==> config.mk <==
export PLATFORM = sky130hd
export DESIGN_NAME = fuse_prog_seq
export DESIGN_NICKNAME = d
export VERILOG_FILES = /design/src/rtl/fuse_prog_seq.sv
export SDC_FILE = /design/constraint.sdc
export NUM_CORES = 1
export LEC_CHECK = 0
export BUFFER_PORTS_ARGS = -buffer_cell sky130_fd_sc_hd__buf_4
export CORE_AREA = 4 4 99 92
export CTS_CLUSTER_SIZE = 40
export DETAILED_ROUTE_END_ITERATION = 8
export DIE_AREA = 0 0 103 96
export HOLD_SLACK_MARGIN = 0.08
export PLACE_DENSITY = 0.84
export SYNTH_ARGS = -nofsm -noshare
export SYNTH_HDL_FRONTEND = slang
export SYNTH_SLANG_ARGS = --single-unit
==> constraint.sdc <==
create_clock -name clk -period 4 [get_ports clk]
set_input_delay 0.2 -clock clk [delete_from_list [all_inputs] [get_ports clk]]
set_output_delay 0.2 -clock clk [all_outputs]
set_load 0.02 [all_outputs]
==> src/rtl/fuse_prog_seq.sv <==
module fuse_prog_seq #(
  parameter int N_TERMS  = 48,
  parameter int N_INPUTS = 16,
  parameter int T_D      = 3,
  parameter int T_P      = 2,
  localparam int AW = $clog2(N_TERMS),
  localparam int IW = $clog2(N_INPUTS),
  localparam int WW = 2*N_INPUTS + 1
) (
  input  logic                  clk,
  input  logic                  rst_n,
  input  logic                  start,
  output logic                  busy,
  output logic                  done,
  output logic                  pat_rd,
  output logic [AW-1:0]         pat_addr,
  input  logic [WW-1:0]         pat_data,
  output logic                  supply_en,
  output logic [AW-1:0]         term_sel,
  output logic [1:0]            fe_drv,
  output logic [1:0]            ce_drv,
  output logic [2*N_INPUTS-1:0] in_drv
);
  localparam int TMAX = (T_D > T_P) ? T_D : T_P;
  localparam int CW = $clog2(TMAX + 1);
  localparam logic [1:0] LV_LO = 2'b00, LV_HI = 2'b01, LV_MID = 2'b10, LV_REL = 2'b11;

  typedef enum logic [3:0] {
    S_IDLE, S_READ, S_CAP, S_LOWER, S_WFE, S_WCE, S_PULSE, S_WOFF, S_FIN
  } state_t;

  state_t          state;
  logic [AW-1:0]   term;
  logic [IW-1:0]   idx;
  logic [CW-1:0]   cnt;
  logic [WW-1:0]   word;
  logic            second;
  logic [1:0]      lit;

  wire cnt_zero  = (cnt == '0);
  wire last_in   = (idx == IW'(N_INPUTS-1));
  wire last_term = (term == AW'(N_TERMS-1));

  assign lit      = word[2*idx +: 2];
  assign pat_rd   = (state == S_READ);
  assign pat_addr = term;

  always_ff @(posedge clk or negedge rst_n) begin
    if (!rst_n) begin
      state     <= S_IDLE;
      busy      <= 1'b0;
      done      <= 1'b0;
      supply_en <= 1'b0;
      term_sel  <= '0;
      fe_drv    <= LV_REL;
      ce_drv    <= LV_REL;
      in_drv    <= '1;
      term      <= '0;
      idx       <= '0;
      cnt       <= '0;
      word      <= '0;
      second    <= 1'b0;
    end else begin
      done <= 1'b0;
      case (state)
        S_IDLE: if (start) begin
          busy      <= 1'b1;
          supply_en <= 1'b1;
          ce_drv    <= LV_HI;
          fe_drv    <= LV_LO;
          in_drv    <= {N_INPUTS{LV_MID}};
          term      <= '0;
          state     <= S_READ;
        end
        S_READ: begin
          term_sel <= term;
          state    <= S_CAP;
        end
        S_CAP: begin
          word <= pat_data;
          idx  <= '0;
          if (pat_data[WW-1]) state <= S_LOWER;
          else if (last_term) state <= S_FIN;
          else begin
            term  <= term + AW'(1);
            state <= S_READ;
          end
        end
        S_LOWER: begin
          in_drv[2*idx +: 2] <= LV_LO;
          second <= !(lit == 2'b01 || lit == 2'b10);
          cnt    <= CW'(T_D-1);
          state  <= S_WFE;
        end
        S_WFE:
          if (cnt_zero) begin
            fe_drv <= LV_HI;
            cnt    <= CW'(T_D-1);
            state  <= S_WCE;
          end else cnt <= cnt - CW'(1);
        S_WCE:
          if (cnt_zero) begin
            ce_drv <= LV_MID;
            cnt    <= CW'(T_P-1);
            state  <= S_PULSE;
          end else cnt <= cnt - CW'(1);
        S_PULSE:
          if (cnt_zero) begin
            ce_drv <= LV_HI;
            cnt    <= CW'(T_D-1);
            state  <= S_WOFF;
          end else cnt <= cnt - CW'(1);
        S_WOFF:
          if (cnt_zero) begin
            fe_drv <= LV_LO;
            if (second) begin
              second <= 1'b0;
              cnt    <= CW'(T_D-1);
              state  <= S_WFE;
            end else begin
              in_drv[2*idx +: 2] <= LV_MID;
              if (!last_in) begin
                idx   <= idx + IW'(1);
                state <= S_LOWER;
              end else if (last_term) state <= S_FIN;
              else begin
                term  <= term + AW'(1);
                state <= S_READ;
              end
            end
          end else cnt <= cnt - CW'(1);
        S_FIN: begin
          in_drv    <= '1;
          fe_drv    <= LV_REL;
          ce_drv    <= LV_REL;
          supply_en <= 1'b0;
          busy      <= 1'b0;
          done      <= 1'b1;
          state     <= S_IDLE;
        end
        default: state <= S_IDLE;
      endcase
    end
  end
endmodule

# Word-level counts from Yosys, hierarchy flattened

Cells that the tools add are included.
W data, S select, Z words.

Add/sub/neg operators: 4
Multiply operators: 0
Divide/modulo/power cells: 0
$lt $le $gt $ge: 0
Equality and inequality tests: 22
Shift-type cells: 4
Multiplexer cells: 44
Bitwise logic cells: 0
Reductions and logical operators: 22

Operators by type and width:

| operator                   | number |
|---|---|
| $pmux W32 S4               | 1 |
| $mux W32                   | 3 |
| $shiftx A2 B34 Y32 const A | 2 |
| $bwmux W32                 | 2 |
| $mux W4                    | 12 |
| $mux W6                    | 6 |
| $neg A5 Y34                | 1 |
| $shift A2 B34 Y32 const A  | 1 |
| $shiftx A33 B6 Y2          | 1 |
| $pmux W4 S8                | 1 |
| $pmux W2 S4                | 3 |
| $mux W2                    | 9 |
| $ne A2 B2 Y1 const B       | 9 |
| $pmux W6 S3                | 1 |
| $eq A4 B3 Y1 const B       | 4 |
| $reduce_and A4 Y1          | 4 |
| $reduce_bool A4 Y1         | 4 |
| $eq A4 B2 Y1 const B       | 2 |
| $eq A4 B4 Y1 const B       | 2 |
| $pmux W4 S2                | 1 |
| $add A6 B1 Y6 const B      | 1 |
| $eq A6 B6 Y1 const B       | 1 |
| $reduce_and A2 Y1          | 3 |
| $reduce_and A6 Y1          | 1 |
| 16 further kinds           | 21 |

Register bits: 94
Bits in latches: 0
Bits in writable memories: 0
ROM bits: 0
Input port bits: 36
Memories kept: 0

# Depth between registers and ports, before layout

Gate-level depths: netlist of the first run.

Depth after elaboration: 6
Gate-level depth with buffers: 9
Mapped depth without buffers: 7

# Worst setup path after synthesis of the first run

No wires, ideal clock.

Path kind: flip-flop to flip-flop
From: register idx[1]
To: register in_drv[7]
Library setup time: 0.083 ns
Arrival time: 2.019 ns
Data required time: 3.917 ns
Setup slack: 1.897 ns
Stages on the path, launching flop included: 8
Buffers on the path: 1
Cells stage by stage: dfrtp_1 > clkbuf_1 > inv_1 > ha_1 > xor2_1 > a211oi_2 > nand2_1 > a221o_1

Word-level cells in the longest chain between the ends: 6
Elaborated cells between the ends (all ways): 9
Classes of those cells: add/sub (1); shift (3); mux (5)

RTL lines:

| item                                                           | line    | text |
|---|---|---|
| start: declaration                                             | 34      | `logic [IW-1:0] idx;` |
| start signal: assignment                                       | 123     | `idx <= idx + IW'(1);` |
| $neg A5 Y34 *                                                  | 90, 121 |  |
| $shiftx A2 B34 Y32 / $shift A2 B34 Y32 (equally long branches) | 121, 90 |  |
| $bwmux W32                                                     | 121     | `in_drv[2*idx +: 2] <= LV_MID;` |
| $mux W32                                                       | 116     | `if (second) begin` |
| $mux W32                                                       | 114     | `if (cnt_zero) begin` |
| $pmux W32 S4 *                                                 | 65      | `case (state)` |
| end signal: assignment                                         | 71      | `in_drv <= {N_INPUTS{LV_MID}};` |
| end: declaration                                               | 22      | `output logic [2*N_INPUTS-1:0] in_drv` |

Mark *: on every way between the ends. The rest lies on a longest branch, timed or not. The select of a mux whose other input is x is not followed.
A chain may end at the register's enable or synchronous reset.

# Final worst setup path of the first run

From: register idx[0]
To: register in_drv[11]

Same word-level chain as after synthesis.

==> impl_metrics.toml, run 1 <==
[status]
status = "completed"

[setup_path]
cp-end-kind = "register"
cp_common_cell = "inv_1"
cp_max_fo = 17
endpoint = "in_drv[11]"
worst_path_dominant_cell_family = "compound AO/OA/AOI/OAI gates"
criticalPathCategory = "register to register"
critPathLaunch = "idx[0]"
reg2reg_slack_ns = 1.34
path_cells = "inv_1, ha_1, inv_1, a21oi_1, a211oi_2, nand2_1, a221o_1"
r2r_end = "in_drv[11]"
cp.arrival_ns = 2.95
cpMaxStageDelayCell = "dfrtp_1"
required_ns = 4.30
critPathBufInv = 2
r2r_cells = 7
startpoint_type = "register"
cp.depth = 7
slowest_delay_ns = 0.89
rr_startpoint = "idx[0]"

[finish]
final_cell_mix = "buf_4, dfrtp_1, mux2_2"
antenna_cells = 0
area_delta_synth_final_pct = 24.4
fin_nets = 551
drive_gt1_share_pct = 44.4
layout_commonest_cell = "buf_4"
fin_util_pct = 74.1

[route]
ant_nets = 0
drt-total-wl_um = 11200
drt_iter0_drc = 244
drc = 0
vias = 3678
vias_per_cell = 6.03
firstDrtPassIters = 5
post_drt_wl_per_cell_um = 18.3

[die]
ioPinCount = 88
num_rows = 31
start_util_pct = 59.5
core_area_sq_mm = 0.00799
die_h_um = 96
die-area_sq_mm = 0.00989
die_w_um = 103

[timing]
setup_viol = 0
layout_setup_ws_ns = 1.34
grt_setup_unrepaired = "false"
tightest_slew_ns = 0.978
maxSlewHeadroom_pct = 34.8
fin_worst_skew_ns = 0.00699
drv_slew = 0
fin_crit_ns = 2.66
timing.fmax_ghz = 0.376
hold_viol_final = 0
period_share_pct = 66.4
finalSetupTns_ns = 0

[synthesis]
ys_types = 65
ys_seq_elements = 93
synthTopCellsByArea = "dfrtp_1, dfstp_2, mux2_2"
synth_ff_type = "dfrtp_1"
synth_top_area_cell = "dfrtp_1"
synth_area_sq_mm = 0.00476
yosysSeqAreaShare_pct = 49.9
synthCells = 400
synthArstFlopShare_pct = 100
yosysWarnings = 0
avgSynthCellArea_sq_um = 11.9
synth_top_area_share_pct = 30.0
synth_nets = 445
synth-edff-count = 0

[clock_network]
clkTransAtPathRegs_ns = 0.09
cts_buffers = 9
clkSinkCount = 93
cts_tree = "built"
htree_levels = 3
clockRootBuffer = "clkbuf_8"
cts_buffer_depth = 2
clk_latency_ns = 0.36

[run]
cap_violations = 0

[global_routing]
grt-ovfl-total = 0
grtUsageTotal_pct = 23.5
grt_pass1_vias = 3588
grt_pass1_wl_um = 17900
grt_max_degree = 69
antenna_found_initial = 0

[power]
p_total_mw = 4.10
leakagePower_nw = 2.62
ir_worst_vdd_uv = 345
p_per_area_mw_per_mm2 = 693

[worst_hold_path]
hp-class = "input port to register"

[placement]
place.gp.congestion = 0.883
numPortBuffers = 87
dp_hpwl_um = 7440
place_ws_ns = 1.41
## worst min-delay path by stage
stage | depth (start not counted) | to | slack [ns] | startpoint
finish | 2 | word[4] | 0.1 | pat_data[4]
global route | 2 | word[4] | 0.08 | pat_data[4]
CTS | 2 | word[4] | 0.09 | pat_data[4]
detailed placement | 1 | word[11] | 0.36 | rst_n
global placement | 1 | word[8] | 0.35 | rst_n
floorplan | 0 | cnt[0] | -0.1 | rst_n
## metrics by stage
step / cells / cell area, sq um / hold WS [ns]
floorplan: 400 / 4760 / -0.0956
global placement: 562 / 5390 / 0.350
detailed placement: 562 / 5390 / 0.362
CTS: 610 / 5920 / 0.0875
global route: 610 / 5920 / 0.0839
finish: 610 / 5920 / 0.0957
## synthesized netlist by cell type, types with 5 or more instances
| master | n |
|---|---|
| mux2_2 | 40 |
| nand2_1 | 31 |
| a221o_1 | 6 |
| nand2b_1 | 5 |
| nor3_1 | 7 |
| nor2b_1 | 6 |
| ha_1 | 9 |
| clkbuf_1 | 5 |
| o21ai_0 | 12 |
| nor2_2 | 8 |
| buf_4 | 6 |
| nand3_1 | 7 |
| a21oi_1 | 21 |
| inv_1 | 13 |
| dfrtp_1 | 57 |
| dfstp_2 | 36 |
| a31o_2 | 15 |
| buf_2 | 11 |
| nor2_1 | 12 |
| mux2i_1 | 11 |
| mux4_2 | 8 |
| and2_1 | 7 |
## power by group
part | leakage (nW) | internal [mW] | switching (mW)
clock | 0.105 | 0.327 | 0.330
combinational | 1.44 | 0.856 | 0.919
sequential | 1.08 | 1.32 | 0.351
## cell families (layout without fill, tap and decap cells)
group	Yosys count	after routing	share of synthesized area, %
xor gates and xnor gates	6	6	1.11
AOI/OAI and AO/OA	91	91	14.4
and+or+nand+nor	103	103	12.2
muxes	59	59	15.6
DFF	93	93	49.9
adders and majority gates	9	9	2.37
buffers and inverters	39	150	4.55
## metal layers
| layer | wire [um] | global-route usage [%] | part of all wire [%] | up-vias |
|---|---|---|---|---|
| met5 | 0 | 0 | 0 | - |
| met4 | 368 | 10.8 | 3.3 | 0 |
| met3 | 603 | 4.35 | 5.4 | 33 |
| met2 | 5630 | 38.4 | 50 | 137 |
| met1 | 4570 | 30.4 | 41 | 1833 |
| li1 | - | - | - | 1675 |
## sequential cells by signal, indices dropped and copies added (netlist names)
name / count
supply_en: 1
second: 1
cnt: 2
idx: 4
word: 32
fe_drv: 2
term_sel: 6
pat_addr: 6
ce_drv: 2
in_drv: 32
state: 4
done: 1
## final cells by class
cell class / instances / area [sq um]
clock buffers: 11 / 153
fillers: 517 / 2070
flip-flops and latches: 93 / 2370
repair buffers: 121 / 988
inverters: 13 / 48.8
clock inverters: 5 / 56.3
multi-input cells: 268 / 2180
well taps: 99 / 124
## what timing repair did
action | CTS | global route
hold buffers | 32 | 0
setup buffers | 0 | 0
endpoints found under the hold margin | 75 | 0
resized for setup | 0 | 0
(Power assumes the default switching activity.)
==> run 2, diff against run 1 <==
==> config.mk (replaced) <==
export PLATFORM = sky130hd
export DESIGN_NAME = fuse_prog_seq
export DESIGN_NICKNAME = d
export VERILOG_FILES = /design/src/rtl/fuse_prog_seq.sv
export SDC_FILE = /design/constraint.sdc
export NUM_CORES = 1
export LEC_CHECK = 0
export ABC_AREA = 1
export BUFFER_PORTS_ARGS = -buffer_cell sky130_fd_sc_hd__buf_4
export CORE_AREA = 4 4 108 99
export CTS_CLUSTER_SIZE = 40
export DETAILED_ROUTE_END_ITERATION = 8
export DIE_AREA = 0 0 112 103
export HOLD_SLACK_MARGIN = 0.08
export PLACE_DENSITY = 0.75
export SYNTH_ARGS = -nofsm -noshare
export SYNTH_HDL_FRONTEND = slang
export SYNTH_SLANG_ARGS = --single-unit
==> constraint.sdc (replaced) <==
create_clock -name clk -period 2.35 [get_ports clk]
set_input_delay 0.1175 -clock clk [delete_from_list [all_inputs] [get_ports clk]]
set_output_delay 0.1175 -clock clk [all_outputs]
set_load 0.02 [all_outputs]
==> run 2 against run 1 <==
  * Critical path depth up 1
  * Synthesized area down 1.2%
  * Routed wire length up 1.1%
  * Flip-flop and latch count unchanged
  * Register-to-register slack worse by 1.0 ns
  * First-iteration DRC count up 23%
==> impl_metrics.toml, run 2 <==
[die]
num_rows = 34
core_area_sq_mm = 0.00957
die_w_um = 112
die-area_sq_mm = 0.0115
ioPinCount = 88
die_h_um = 103
start_util_pct = 49.1

[setup_path]
endpoint = "in_drv[1]"
path_cells = "nor3_1, ha_1, inv_1, nand4_1, or3_1, nor2_1, o21ai_0, nand2_1"
cp_max_fo = 9
critPathLaunch = "idx[2]"
cp-end-kind = "register"
slowest_delay_ns = 0.50
criticalPathCategory = "register to register"
cpMaxStageDelayCell = "dfrtp_1"
rr_startpoint = "idx[2]"
required_ns = 2.66
startpoint_type = "register"
r2r_cells = 8
reg2reg_slack_ns = 0.34
r2r_end = "in_drv[1]"
cp.arrival_ns = 2.32

[timing]
maxSlewHeadroom_pct = 60.9
fin_worst_skew_ns = 0.0110
hold_viol_final = 0
setup_viol = 0
timing.fmax_ghz = 0.497
tightest_slew_ns = 0.586
fin_crit_ns = 2.01
period_share_pct = 85.6
layout_setup_ws_ns = 0.339
drv_slew = 0
finalSetupTns_ns = 0
grt_setup_unrepaired = "false"

[clock_network]
clkTransAtPathRegs_ns = 0.09
htree_levels = 3
clk_latency_ns = 0.36
cts-resized-gates = 0
cts_buffer_depth = 2
cts_tree = "built"
cts_buffers = 9
clockRootBuffer = "clkbuf_8"
clkSinkCount = 93
post_cts_buffers = 0

[finish]
final_cell_mix = "nand2_1, buf_4, inv_1, o21ai_0, nand3_1"
fin_nets = 756
multi_input_comb_area_sq_mm = 0.00192
fill_cells = 815
area_delta_synth_final_pct = 27.4
layout_commonest_cell = "nand2_1"
reg_top3 = "in_drv (32), word (32)"
seq_area_sq_mm = 0.00237
drive_gt1_share_pct = 23.6
antenna_cells = 0

[route]
firstDrtPassIters = 5
drt_iter0_drc = 301
vias = 4329
ant_nets = 0
drt-total-wl_um = 11300
vias_per_cell = 5.14
drc = 0
post_drt_wl_per_cell_um = 13.4

[run]
cap_violations = 0

[placement]
numPortBuffers = 87
dp_hpwl_um = 8080
place.gp.congestion = 0.941
place_ws_ns = 0.365

[global_routing]
grt_max_degree = 58
grtUsageTotal_pct = 20.7
antenna_found_initial = 0
grt_pass1_vias = 4208
grt-ovfl-total = 0
grt_pass1_wl_um = 19500

[power]
swShare_pct = 43.0
p_sw_mw = 2.81
p_comb_share_pct = 45.5
seq_power_share_pct = 39.1
ir_worst_vdd_uv = 602
leakagePower_nw = 2.91
intPower_mw = 3.74
p_per_area_mw_per_mm2 = 1090
p_clk_share_pct = 15.4

[synthesis]
yosysWarnings = 0
synthArstFlopShare_pct = 100
synthTopCellsByArea = "dfrtp_1, dfstp_2, nand2_1"
synth_top_area_cell = "dfrtp_1"
yosysSeqAreaShare_pct = 50.5
synth_nets = 638
synth_ff_type = "dfrtp_1"
synthCells = 593
synth.most_common_cell = "nand2_1"
ys_types = 36
yosys-top-cells-count = "nand2_1, inv_1, o21ai_0"
ys_seq_elements = 93
synth-edff-count = 0
synth_area_sq_mm = 0.00470
synth_top_area_share_pct = 30.3
avgSynthCellArea_sq_um = 7.93

[status]
status = "completed"

[worst_hold_path]
hp-class = "input port to register"
==> run 2: cell count changes in the layout (fill, tap and decap cells not counted), sizes merged, moves of 11 or more <==
cell	delta
nand2	+145
a31o	-16
mux2i	-11
a21oi	-15
inv	+68
mux2	-40
nor2	+16
o21ai	+69
nand3	+54
==> run 2: worst min-delay path by stage <==
stage / to / cells after the start / from
after floorplan: cnt[0] / 0 / rst_n
after global placement: word[9] / 1 / rst_n
after detailed placement: word[9] / 1 / rst_n
after CTS: ce_drv[0] / 6 / start
after global routing: ce_drv[0] / 6 / start
final: ce_drv[0] / 6 / start
==> run 2: stage by stage <==
step                hold WS (ns)  cell area (sq um)  util [%]  std cells  total power [mW]
detailed placement         0.161               5470      57.1        792              5.51
CTS                        0.232               5990      62.6        842              6.59
floorplan                 -0.178               4700         -        593              4.63
global placement           0.149               5470      57.1        792              5.43
finish                     0.251               5990      62.6        842              6.55
global route               0.277               5990      62.6        842              7.13
==> run 2: per-layer routing <==
layer	global-route usage [%]	up-vias	share of wire (%)
met3	4.11	17	6.0
met4	6.10	0	1.5
met1	26.6	2039	44
met2	35.8	149	48
met5	0	-	0
li1	-	2124	-
==> run 2: layout make-up <==
| cell class | count | share of cell area [%] |
|---|---|---|
| sequential | 93 | 39.6 |
| multi-input combinational | 399 | 32.0 |
| timing repair buffer | 127 | 17.6 |
| inverter | 81 | 5.12 |
| tap | 126 | 2.63 |
| clock buffer | 10 | 2.30 |
| clock inverter | 6 | 0.752 |
==> run 2: logic make-up after synthesis <==
kind of cell / Yosys count / synth area share [%]
and+or+nand+nor: 288 / 26.9
DFF: 93 / 50.5
xor gates and xnor gates: 3 / 0.559
AOI/OAI and AO/OA: 99 / 10.9
buffers and inverters: 101 / 8.73
adders and majority gates: 9 / 2.40
==> run 2: worst max-delay path: cells and delay by family (launching register included) <==
family | cells | cell delay (ns)
and+or+nand+nor | 5 | 0.87
buffers and inverters | 1 | 0.14
adders and majority gates | 1 | 0.35
AOI/OAI and AO/OA | 1 | 0.10
DFF | 1 | 0.50
==> run 2: what timing repair did <==
item | CTS | global route
hold buffers | 34 | 0
hold endpoints to repair | 43 | 0
setup endpoints to repair | 0 | 0
==> run 2: power by group through the flow <==
stage          Sequential (mW)  Combinational, mW  Clock (mW)
4_1_cts                   2.56               2.99        1.04
5_1_grt                   2.63               3.41        1.10
2_1_floorplan             2.77               1.86           0
6_report                  2.56               2.98        1.01
3_5_place_dp              2.59               2.93           0
3_3_place_gp              2.57               2.86           0
